[src/rtl/stk_pkg.sv]
package stk_pkg;
  typedef enum logic [1:0] {
    STK_IDLE = 2'd0,
    STK_PUSH = 2'd1,
    STK_POP  = 2'd2,
    STK_LOAD = 2'd3
  } stk_op_e;
endpackage

[src/rtl/stk_op_arbiter.sv]
module stk_op_arbiter
  import stk_pkg::*;
(
  input  logic    push_req,
  input  logic    pop_req,
  input  logic    load_req,
  output stk_op_e op
);
  // load beats push, push beats pop
  always_comb begin
    if (load_req)      op = STK_LOAD;
    else if (push_req) op = STK_PUSH;
    else if (pop_req)  op = STK_POP;
    else               op = STK_IDLE;
  end
endmodule

[src/rtl/stk_pointer.sv]
module stk_pointer
  import stk_pkg::*;
#(
  parameter int unsigned          ADDR_W   = 8,
  parameter logic [ADDR_W-1:0]    RESET_SP = 7
) (
  input  logic              clk,
  input  logic              rst,
  input  stk_op_e           op,
  input  logic [ADDR_W-1:0] load_val,
  output logic [ADDR_W-1:0] sp_q,
  output logic [ADDR_W-1:0] push_addr,
  output logic [ADDR_W-1:0] pop_addr
);
  localparam logic [ADDR_W-1:0] ONE = ADDR_W'(1);

  assign push_addr = sp_q + ONE;
  assign pop_addr  = sp_q;

  always_ff @(posedge clk) begin
    if (rst) begin
      sp_q <= RESET_SP;
    end else begin
      case (op)
        STK_PUSH: sp_q <= push_addr;
        STK_POP:  sp_q <= sp_q - ONE;
        STK_LOAD: sp_q <= load_val;
        default:  sp_q <= sp_q;
      endcase
    end
  end
endmodule

[src/rtl/stk_history.sv]
module stk_history
  import stk_pkg::*;
#(
  parameter int unsigned REC_W = 32
) (
  input  logic             clk,
  input  logic             rst,
  input  stk_op_e          op,
  input  logic             tag,
  output logic [REC_W-1:0] rec_q
);
  logic [REC_W-1:0] rec_d;

  for (genvar i = 0; i < REC_W; i++) begin : g_bit
    logic from_below;
    logic from_above;
    if (i == 0) begin : g_lo
      assign from_below = tag;
    end else begin : g_mid_lo
      assign from_below = rec_q[i-1];
    end
    if (i == REC_W - 1) begin : g_hi
      assign from_above = 1'b0;
    end else begin : g_mid_hi
      assign from_above = rec_q[i+1];
    end
    always_comb begin
      case (op)
        STK_PUSH: rec_d[i] = from_below;
        STK_POP:  rec_d[i] = from_above;
        default:  rec_d[i] = rec_q[i];
      endcase
    end
  end

  always_ff @(posedge clk) begin
    if (rst) rec_q <= '0;
    else     rec_q <= rec_d;
  end
endmodule

[src/rtl/stk_mem_port.sv]
module stk_mem_port
  import stk_pkg::*;
#(
  parameter int unsigned ADDR_W = 8,
  parameter int unsigned DATA_W = 8
) (
  input  logic              clk,
  input  logic              rst,
  input  stk_op_e           op,
  input  logic [ADDR_W-1:0] push_addr,
  input  logic [ADDR_W-1:0] pop_addr,
  input  logic [DATA_W-1:0] wdata_in,
  output logic [ADDR_W-1:0] addr_q,
  output logic [DATA_W-1:0] wdata_q,
  output logic              we_q,
  output logic              re_q
);
  always_ff @(posedge clk) begin
    if (rst) begin
      addr_q  <= '0;
      wdata_q <= '0;
      we_q    <= 1'b0;
      re_q    <= 1'b0;
    end else begin
      we_q <= (op == STK_PUSH);
      re_q <= (op == STK_POP);
      if (op == STK_PUSH) begin
        addr_q  <= push_addr;
        wdata_q <= wdata_in;
      end else if (op == STK_POP) begin
        addr_q <= pop_addr;
      end
    end
  end
endmodule

[src/rtl/stack_pointer_unit.sv]
module stack_pointer_unit
  import stk_pkg::*;
#(
  parameter int unsigned       ADDR_W   = 8,
  parameter int unsigned       DATA_W   = 8,
  parameter int unsigned       REC_W    = 32,
  parameter logic [ADDR_W-1:0] RESET_SP = 7
) (
  input  logic              clk,
  input  logic              rst,
  input  logic              push_req,
  input  logic [DATA_W-1:0] push_data,
  input  logic              push_tag,
  input  logic              pop_req,
  input  logic              sp_load,
  input  logic [ADDR_W-1:0] sp_load_val,
  output logic [ADDR_W-1:0] sp_value,
  output logic [ADDR_W-1:0] mem_addr,
  output logic [DATA_W-1:0] mem_wdata,
  output logic              mem_we,
  output logic              mem_re,
  output logic [REC_W-1:0]  dbg_history
);
  stk_op_e           op;
  logic [ADDR_W-1:0] push_addr;
  logic [ADDR_W-1:0] pop_addr;

  stk_op_arbiter u_arb (
    .push_req (push_req),
    .pop_req  (pop_req),
    .load_req (sp_load),
    .op       (op)
  );

  stk_pointer #(.ADDR_W(ADDR_W), .RESET_SP(RESET_SP)) u_sp (
    .clk       (clk),
    .rst       (rst),
    .op        (op),
    .load_val  (sp_load_val),
    .sp_q      (sp_value),
    .push_addr (push_addr),
    .pop_addr  (pop_addr)
  );

  stk_history #(.REC_W(REC_W)) u_hist (
    .clk   (clk),
    .rst   (rst),
    .op    (op),
    .tag   (push_tag),
    .rec_q (dbg_history)
  );

  stk_mem_port #(.ADDR_W(ADDR_W), .DATA_W(DATA_W)) u_port (
    .clk       (clk),
    .rst       (rst),
    .op        (op),
    .push_addr (push_addr),
    .pop_addr  (pop_addr),
    .wdata_in  (push_data),
    .addr_q    (mem_addr),
    .wdata_q   (mem_wdata),
    .we_q      (mem_we),
    .re_q      (mem_re)
  );
endmodule

[config.mk]
export PLATFORM = sky130hd
export DESIGN_NAME = stack_pointer_unit
export DESIGN_NICKNAME = d
export VERILOG_FILES = /design/src/rtl/stk_pkg.sv /design/src/rtl/stk_op_arbiter.sv /design/src/rtl/stk_pointer.sv /design/src/rtl/stk_history.sv /design/src/rtl/stk_mem_port.sv /design/src/rtl/stack_pointer_unit.sv
export SDC_FILE = /design/constraint.sdc
export NUM_CORES = 1
export LEC_CHECK = 0
export BUFFER_PORTS_ARGS = -buffer_cell sky130_fd_sc_hd__buf_2
export CAP_MARGIN = 20
export CORE_MARGIN = 1
export CORE_UTILIZATION = 35
export CTS_CLUSTER_SIZE = 40
export DETAILED_ROUTE_END_ITERATION = 8
export PLACE_DENSITY_LB_ADDON = 0.05
export SYNTH_ARGS = -nofsm -noshare
export SYNTH_HDL_FRONTEND = slang
export SYNTH_SLANG_ARGS = --single-unit
[constraint.sdc]
create_clock -name clk -period 1.65 [get_ports clk]
set_input_delay 0.0825 -clock clk [delete_from_list [all_inputs] [get_ports clk]]
set_output_delay 0.0825 -clock clk [all_outputs]
set_load 0.02 [all_outputs]
==> results of run 1 <==
-- sequential cells by signal, summed over array words and instances (netlist names) --
name            flops
u_hist.rec_q       32
u_port.addr_q       8
u_port.wdata_q      8
u_sp.pop_addr       8
u_port.re_q         1
u_port.we_q         1
-- cells by family (layout without fill, tap and decap cells) --
group	after synthesis	count (layout)	share of synthesized area (%)
buf+inv	40	135	7.383
xor+xnor	4	4	1.292
simple gates	106	106	18.60
flops	58	58	42.82
fa+ha+maj	2	2	0.9228
compound gates	122	122	28.98
-- path summary, 6_finish.rpt --
check / slack (ns) / start / to
max: 0.14 / u_sp.pop_addr[3] / u_sp.pop_addr[6]
min: 0.02 / push_tag / u_hist.rec_q[0]
max reg2reg: 0.14 / u_sp.pop_addr[3] / u_sp.pop_addr[6]
min reg2reg: 0.45 / u_port.wdata_q[0] / u_port.wdata_q[0]
-- metrics by stage --
stage	util [%]	setup WS [ns]	power, mW	cell area [µm²]	hold WS, ns
floorplan	-	0.02615	1.817	2711	0.2049
global placement	44.19	0.1707	1.989	3257	0.2964
detailed placement	44.19	0.1539	1.990	3257	0.2952
CTS	48.44	0.1487	3.321	3570	0.02009
global route	48.44	0.02401	3.420	3570	0.03664
finish	48.44	0.1382	3.287	3570	0.02100
-- layer usage --
metal,routed length [µm],track usage [%],up-vias,share of wire [%]
met5,0,0,-,0
met2,3365,29.33,91,44
met4,92,6.048,0,1.2
met1,3696,25.42,1296,49
li1,-,-,1378,-
met3,414,4.822,9,5.5
-- final cells by class --
class                   count  area share [%]
repair buffers            113           19.77
flip-flops and latches     58           32.53
inverters                   6          0.6309
clock inverters             7           1.928
clock buffers               9           3.470
multi-input cells         234           38.21
well taps                  99           3.470
-- cells in the final DEF, fill, tap and decap left out, types with 3 or more instances in the layout --
master,instances
clkinv_2,3
inv_1,6
nor3_1,4
or3_1,5
nand2_1,60
buf_2,79
o21ai_0,6
a22oi_1,34
a21oi_1,51
o22ai_1,4
a31oi_1,5
dlygate4sd3_1,12
nand2b_1,4
xnor2_1,3
nand3_1,6
buf_4,20
dfxtp_1,58
nor2_1,11
a211o_1,3
clkbuf_8,9
a211oi_1,3
-- power by group through the flow --
stage | registers, mW | logic [mW] | clock network, mW
2_1_floorplan | 1.55 | 0.262 | 0
3_5_place_dp | 1.51 | 0.477 | 0
3_3_place_gp | 1.51 | 0.477 | 0
6_report | 1.48 | 0.496 | 1.31
4_1_cts | 1.48 | 0.499 | 1.34
5_1_grt | 1.49 | 0.543 | 1.39
-- Yosys cell counts (all sizes together) (3+ instances only) --
cell type | number | area [µm²]
nand2 | 60 | 225.2
dfxtp | 58 | 1161
a21oi | 51 | 255.2
a22oi | 34 | 255.2
buf | 22 | 132.6
clkbuf | 12 | 45.04
nor2 | 12 | 45.04
o21ai | 7 | 35.03
inv | 6 | 22.52
nand3 | 6 | 30.03
a31oi | 5 | 31.28
nor3 | 5 | 30.03
or3 | 5 | 31.28
a211oi | 4 | 35.03
nand2b | 4 | 25.02
o22ai | 4 | 25.02
a211o | 3 | 26.28
xnor2 | 3 | 26.28
-- tightest hold or removal path: stages --
cell and delay (ns):
buf_2 0.07, a22oi_1 0.07, a21oi_1 0.11
-- timing repair --
item                      CTS  global route
hold endpoints to repair   12             0
hold buffers               12             0
buffers inserted            0             0
==> results.toml, run 1 <==
[sta]
fin_setup_tns_ns = 0
fmax_mhz = 661.5
slew_headroom_pct = 69.66
drv_slew = 0
hold_viol = 0
finalClockSkew_ns = 0.01154
tightest_slew_ns = 0.4437
rsz0062_at_grt = "no"
post-route-min-period_ns = 1.512
period_share_pct = 91.62
setup-violations-final = 0

[placed_design]
gp_congestion = 0.8015
post-place-cells = 498
port_buffers = 79
hpwl_um = 5164

[floorplan]
coreArea_um2 = 7370
die_x_um = 90.02
die_h_um = 90.02
top_level_ports = 80
fp.dieArea_um2 = 8103
row_count = 31
initial_utilization_pct = 36.79

[yosys]
yosysSeqAreaShare_pct = 42.82
synthArstFlopShare_pct = 0
synth_edf_count = 0
yosys_most_used_dff = "dfxtp_1"
yosysUniqueCellTypes = 46
syn-num-nets = 356
ys_warn_count = 0
mappedNetlistArea_um2 = 2711
syn_inst = 332
ys_ff_latch = 58
syn_avg_cell_area_um2 = 8.167

[min_path]
hold_path_depth = 3
hold_path_class = "in -> reg"

[cts]
clockRootBuffer = "clkbuf_8"
cts_buffers = 9
cts_tree = "built"
cts-resized-gates = 0
htreeDepth = 3
cts_buffer_depth = 2
clk-insertion-delay-late_ns = 0.35
cts_sinks = 58
path_clk_slew_ns = 0.08

[setup_path]
critPathMaxFanout = 10
worstPathCellList = "and3_2 > nand4_1 > a221o_1 > a211oi_1"
critPathBufInv = 0
worst_setup_path_start_kind = "flop"
cp.depth = 4
cpMaxStageDelayCell = "dfxtp_1"
crit_family = "flip-flops"
max_stage_delay_ns = 0.54
ff2ff_path_depth = 4
worstSetupPathType = "reg -> reg"
cp.required_ns = 1.91
cp.arrival_ns = 1.77
end_kind = "flop"

[global_routing]
grt_pass1_vias = 2521
globalRouteTotalUtil_pct = 18.85
grt_antenna_before_repair = 0
grt_max_degree = 33
grt_pass1_wl_um = 12530
grt-ovfl-total = 0

[drt]
drt-total-wl_um = 7568
vias_per_cell = 5.274
via_count = 2774
drc = 0
dr.pass1.iters = 4
wl_per_cell_um = 14.39
drt_iter0_drc = 141
ant_nets = 0

[power_and_ir_drop]
leakage_nw = 1.461
vdd_ir_drop_max_mv = 0.3654
power_frac_seq_pct = 45.1
power_density_nw_per_um2 = 920.9
comb_power_share_pct = 15.1
sw_frac_of_total_pct = 28.84
internal_power_mw = 2.339
p_sw_mw = 0.9480
clkPwrFrac_pct = 39.8

[layout]
layout.nets = 446
drive_gt1_share_pct = 29.74
n_fill_cell = 779
ff_latch_area_um2 = 1161
area_delta_synth_final_pct = 31.66
multiInputGateArea_um2 = 1364
antennaDiodeCount = 0
finalNonFillerCells = 526

[outcome]
status = "finished clean"

[flow_run]
drv_cap = 0
Note: power is estimated with default switching activity, not from simulation.
==> run 2: changes to the inputs <==
--- a/config.mk
+++ b/config.mk
@@ -8,6 +8,8 @@
 export BUFFER_PORTS_ARGS = -buffer_cell sky130_fd_sc_hd__buf_2
 export CAP_MARGIN = 20
+export CELL_PAD_IN_SITES_DETAIL_PLACEMENT = 1
+export CELL_PAD_IN_SITES_GLOBAL_PLACEMENT = 2
 export CORE_MARGIN = 1
-export CORE_UTILIZATION = 35
+export CORE_UTILIZATION = 29
 export CTS_CLUSTER_SIZE = 40
 export DETAILED_ROUTE_END_ITERATION = 8
==> constraint.sdc (replaced) <==
create_clock -name clk -period 1.65 [get_ports clk]
set_input_delay 0.0825 -clock clk [delete_from_list [all_inputs] [get_ports clk]]
set_output_delay 0.0825 -clock clk [all_outputs]
set_load 0.1 [all_outputs]
==> results.toml, run 2 (same netlist as run 1, synthesis figures left out) <==
[setup_path]
timing.rr.end = "u_sp.pop_addr[6]"
cpMaxStageDelayCell = "dfxtp_4"
critPathMaxFanout = 7
max_stage_delay_ns = 0.40
worstPathCellList = "ha_4 > and3_2 > nand4_1 > a221o_1 > a211oi_1"
ff2ff_path_depth = 5
end_kind = "flop"
r2r_slack_ns = 0.11
cp.required_ns = 1.88
cp.arrival_ns = 1.77
worst_setup_path_start_kind = "flop"
worstSetupPathType = "reg -> reg"
r2r-start = "u_sp.pop_addr[0]"

[cts]
cts_buffer_depth = 2
htreeDepth = 3
clockRootBuffer = "clkbuf_8"
cts_tree = "built"
cts_sinks = 58
cts_buffers = 9
clk-insertion-delay-late_ns = 0.33
path_clk_slew_ns = 0.07

[power_and_ir_drop]
total_power_mw = 3.600
leakage_nw = 1.460
vdd_ir_drop_max_mv = 0.4806
power_density_nw_per_um2 = 996.0

[placed_design]
hpwl_um = 5926
place_area_um2 = 3271
gp_congestion = 0.7813
place_ws_ns = 0.1240
port_buffers = 79

[sta]
period_share_pct = 93.63
fin_ws_ns = 0.1051
drv_slew = 0
holdWs_ns = 0.05283
tightest_slew_ns = 0.5055
hold_viol = 0
rsz0062_at_grt = "no"
fmax_mhz = 647.3
slew_headroom_pct = 66.53
setup-violations-final = 0
post-route-min-period_ns = 1.545
fin_setup_tns_ns = 0
finalClockSkew_ns = 0.01033

[layout]
drive_gt1_share_pct = 30.97
final_cell_area_um2 = 3615
area_delta_synth_final_pct = 33.32
regMostFlops = "u_hist.rec_q"
final_common_cell = "buf_2"
ff_latch_area_um2 = 1184
largest_reg_flops = 32
multiInputGateArea_um2 = 1383
layout.nets = 442
antennaDiodeCount = 0
n_fill_cell = 1067
layout_common_cells = "79 x buf_2, 60 x nand2_1, 51 x a21oi_1, 50 x dfxtp_1, 34 x a22oi_1"

[min_path]
hold_path_depth = 3
hold_path_class = "in -> reg"
whs_endpoint = "u_hist.rec_q[0]"
hp-start = "push_tag"

[global_routing]
grt_pass1_vias = 2865
grt-ovfl-total = 0
grt_max_degree = 33
globalRouteTotalUtil_pct = 19.16
met3_usage_pct = 4.610
grt_util_met1_pct = 23.36
grt_pass1_wl_um = 14660
busiest_layer = "met2"
grtUsageMet2_pct = 33.32
grt_antenna_before_repair = 0

[drt]
drt_iter0_drc = 103
ant_nets = 0
dr.pass1.iters = 5
vias_per_cell = 5.250
via_count = 2788
drc = 0
wl_per_cell_um = 16.37
drt-total-wl_um = 8694

[floorplan]
die_h_um = 98.69
die_x_um = 98.69
fp.dieArea_um2 = 9740
initial_utilization_pct = 30.50
row_count = 34
coreArea_um2 = 8891
top_level_ports = 80

[outcome]
status = "finished clean"

[flow_run]
drv_cap = 0
-- run 2: changes by cell type in the layout (fill, tap and decap cells not counted), moves of 3 or more --
cell     delta
dfxtp_2     +3
dfxtp_1     -8
buf_4       -5
dfxtp_4     +5
-- run 2: final cells by class --
cell class                      count  share of cell area [%]
Timing Repair Buffer              109                   19.04
Tap cell                          108                   3.738
Clock inverter                      4                   1.315
Multi-Input combinational cell    234                   38.25
Clock buffer                       12                   4.292
Sequential cell                    58                   32.74
Inverter                            6                  0.6231
-- run 2: what timing repair did --
item	in CTS	in global routing
setup buffers	0	2
hold endpoints to repair	12	0
endpoints found under the setup margin	0	2
resized for setup	0	1
hold buffers	12	0
-- run 2: power by group --
part	internal [mW]	leakage, nW	switching, mW
clock	0.780	0.107	0.581
sequential	1.44	0.474	0.0634
combinational	0.199	0.879	0.532
-- run 2: layer usage --
layer  vias to the layer above  part of all wire, %  wire, µm
li1                       1369                    -         -
met1                      1350                   46      3980
met2                        63                   49      4284
met3                         6                  4.1       354
met4                         0                 0.85        74
met5                         -                    0         0
-- run 2: worst max-delay path, delay by kind of cell, from the launching register on --
family          cells  cell delay, ns
compound gates      2            0.54
flops               1            0.40
simple gates        2            0.33
fa+ha+maj           1            0.17
-- run 2: metrics by stage --
stage	util (%)	std cells
floorplan	-	332
global placement	36.79	501
detailed placement	36.79	501
CTS	40.42	529
global route	40.66	531
finish	40.66	531
-- run 2: how the worst max path moves through the flow --
| stage | end | slack [ns] | cells past startpoint | startpoint |
|---|---|---|---|---|
| after floorplan | u_sp.pop_addr[1] | 0.004 | 6 | u_sp.pop_addr[1] |
| after CTS | u_sp.pop_addr[6] | 0.04 | 5 | u_sp.pop_addr[1] |
| after global routing | u_sp.pop_addr[6] | 0.05 | 5 | u_sp.pop_addr[0] |
| after detailed placement | u_sp.pop_addr[6] | 0.12 | 5 | u_sp.pop_addr[1] |
| after global placement | u_sp.pop_addr[6] | 0.17 | 5 | u_sp.pop_addr[1] |
| final | u_sp.pop_addr[6] | 0.11 | 5 | u_sp.pop_addr[0] |
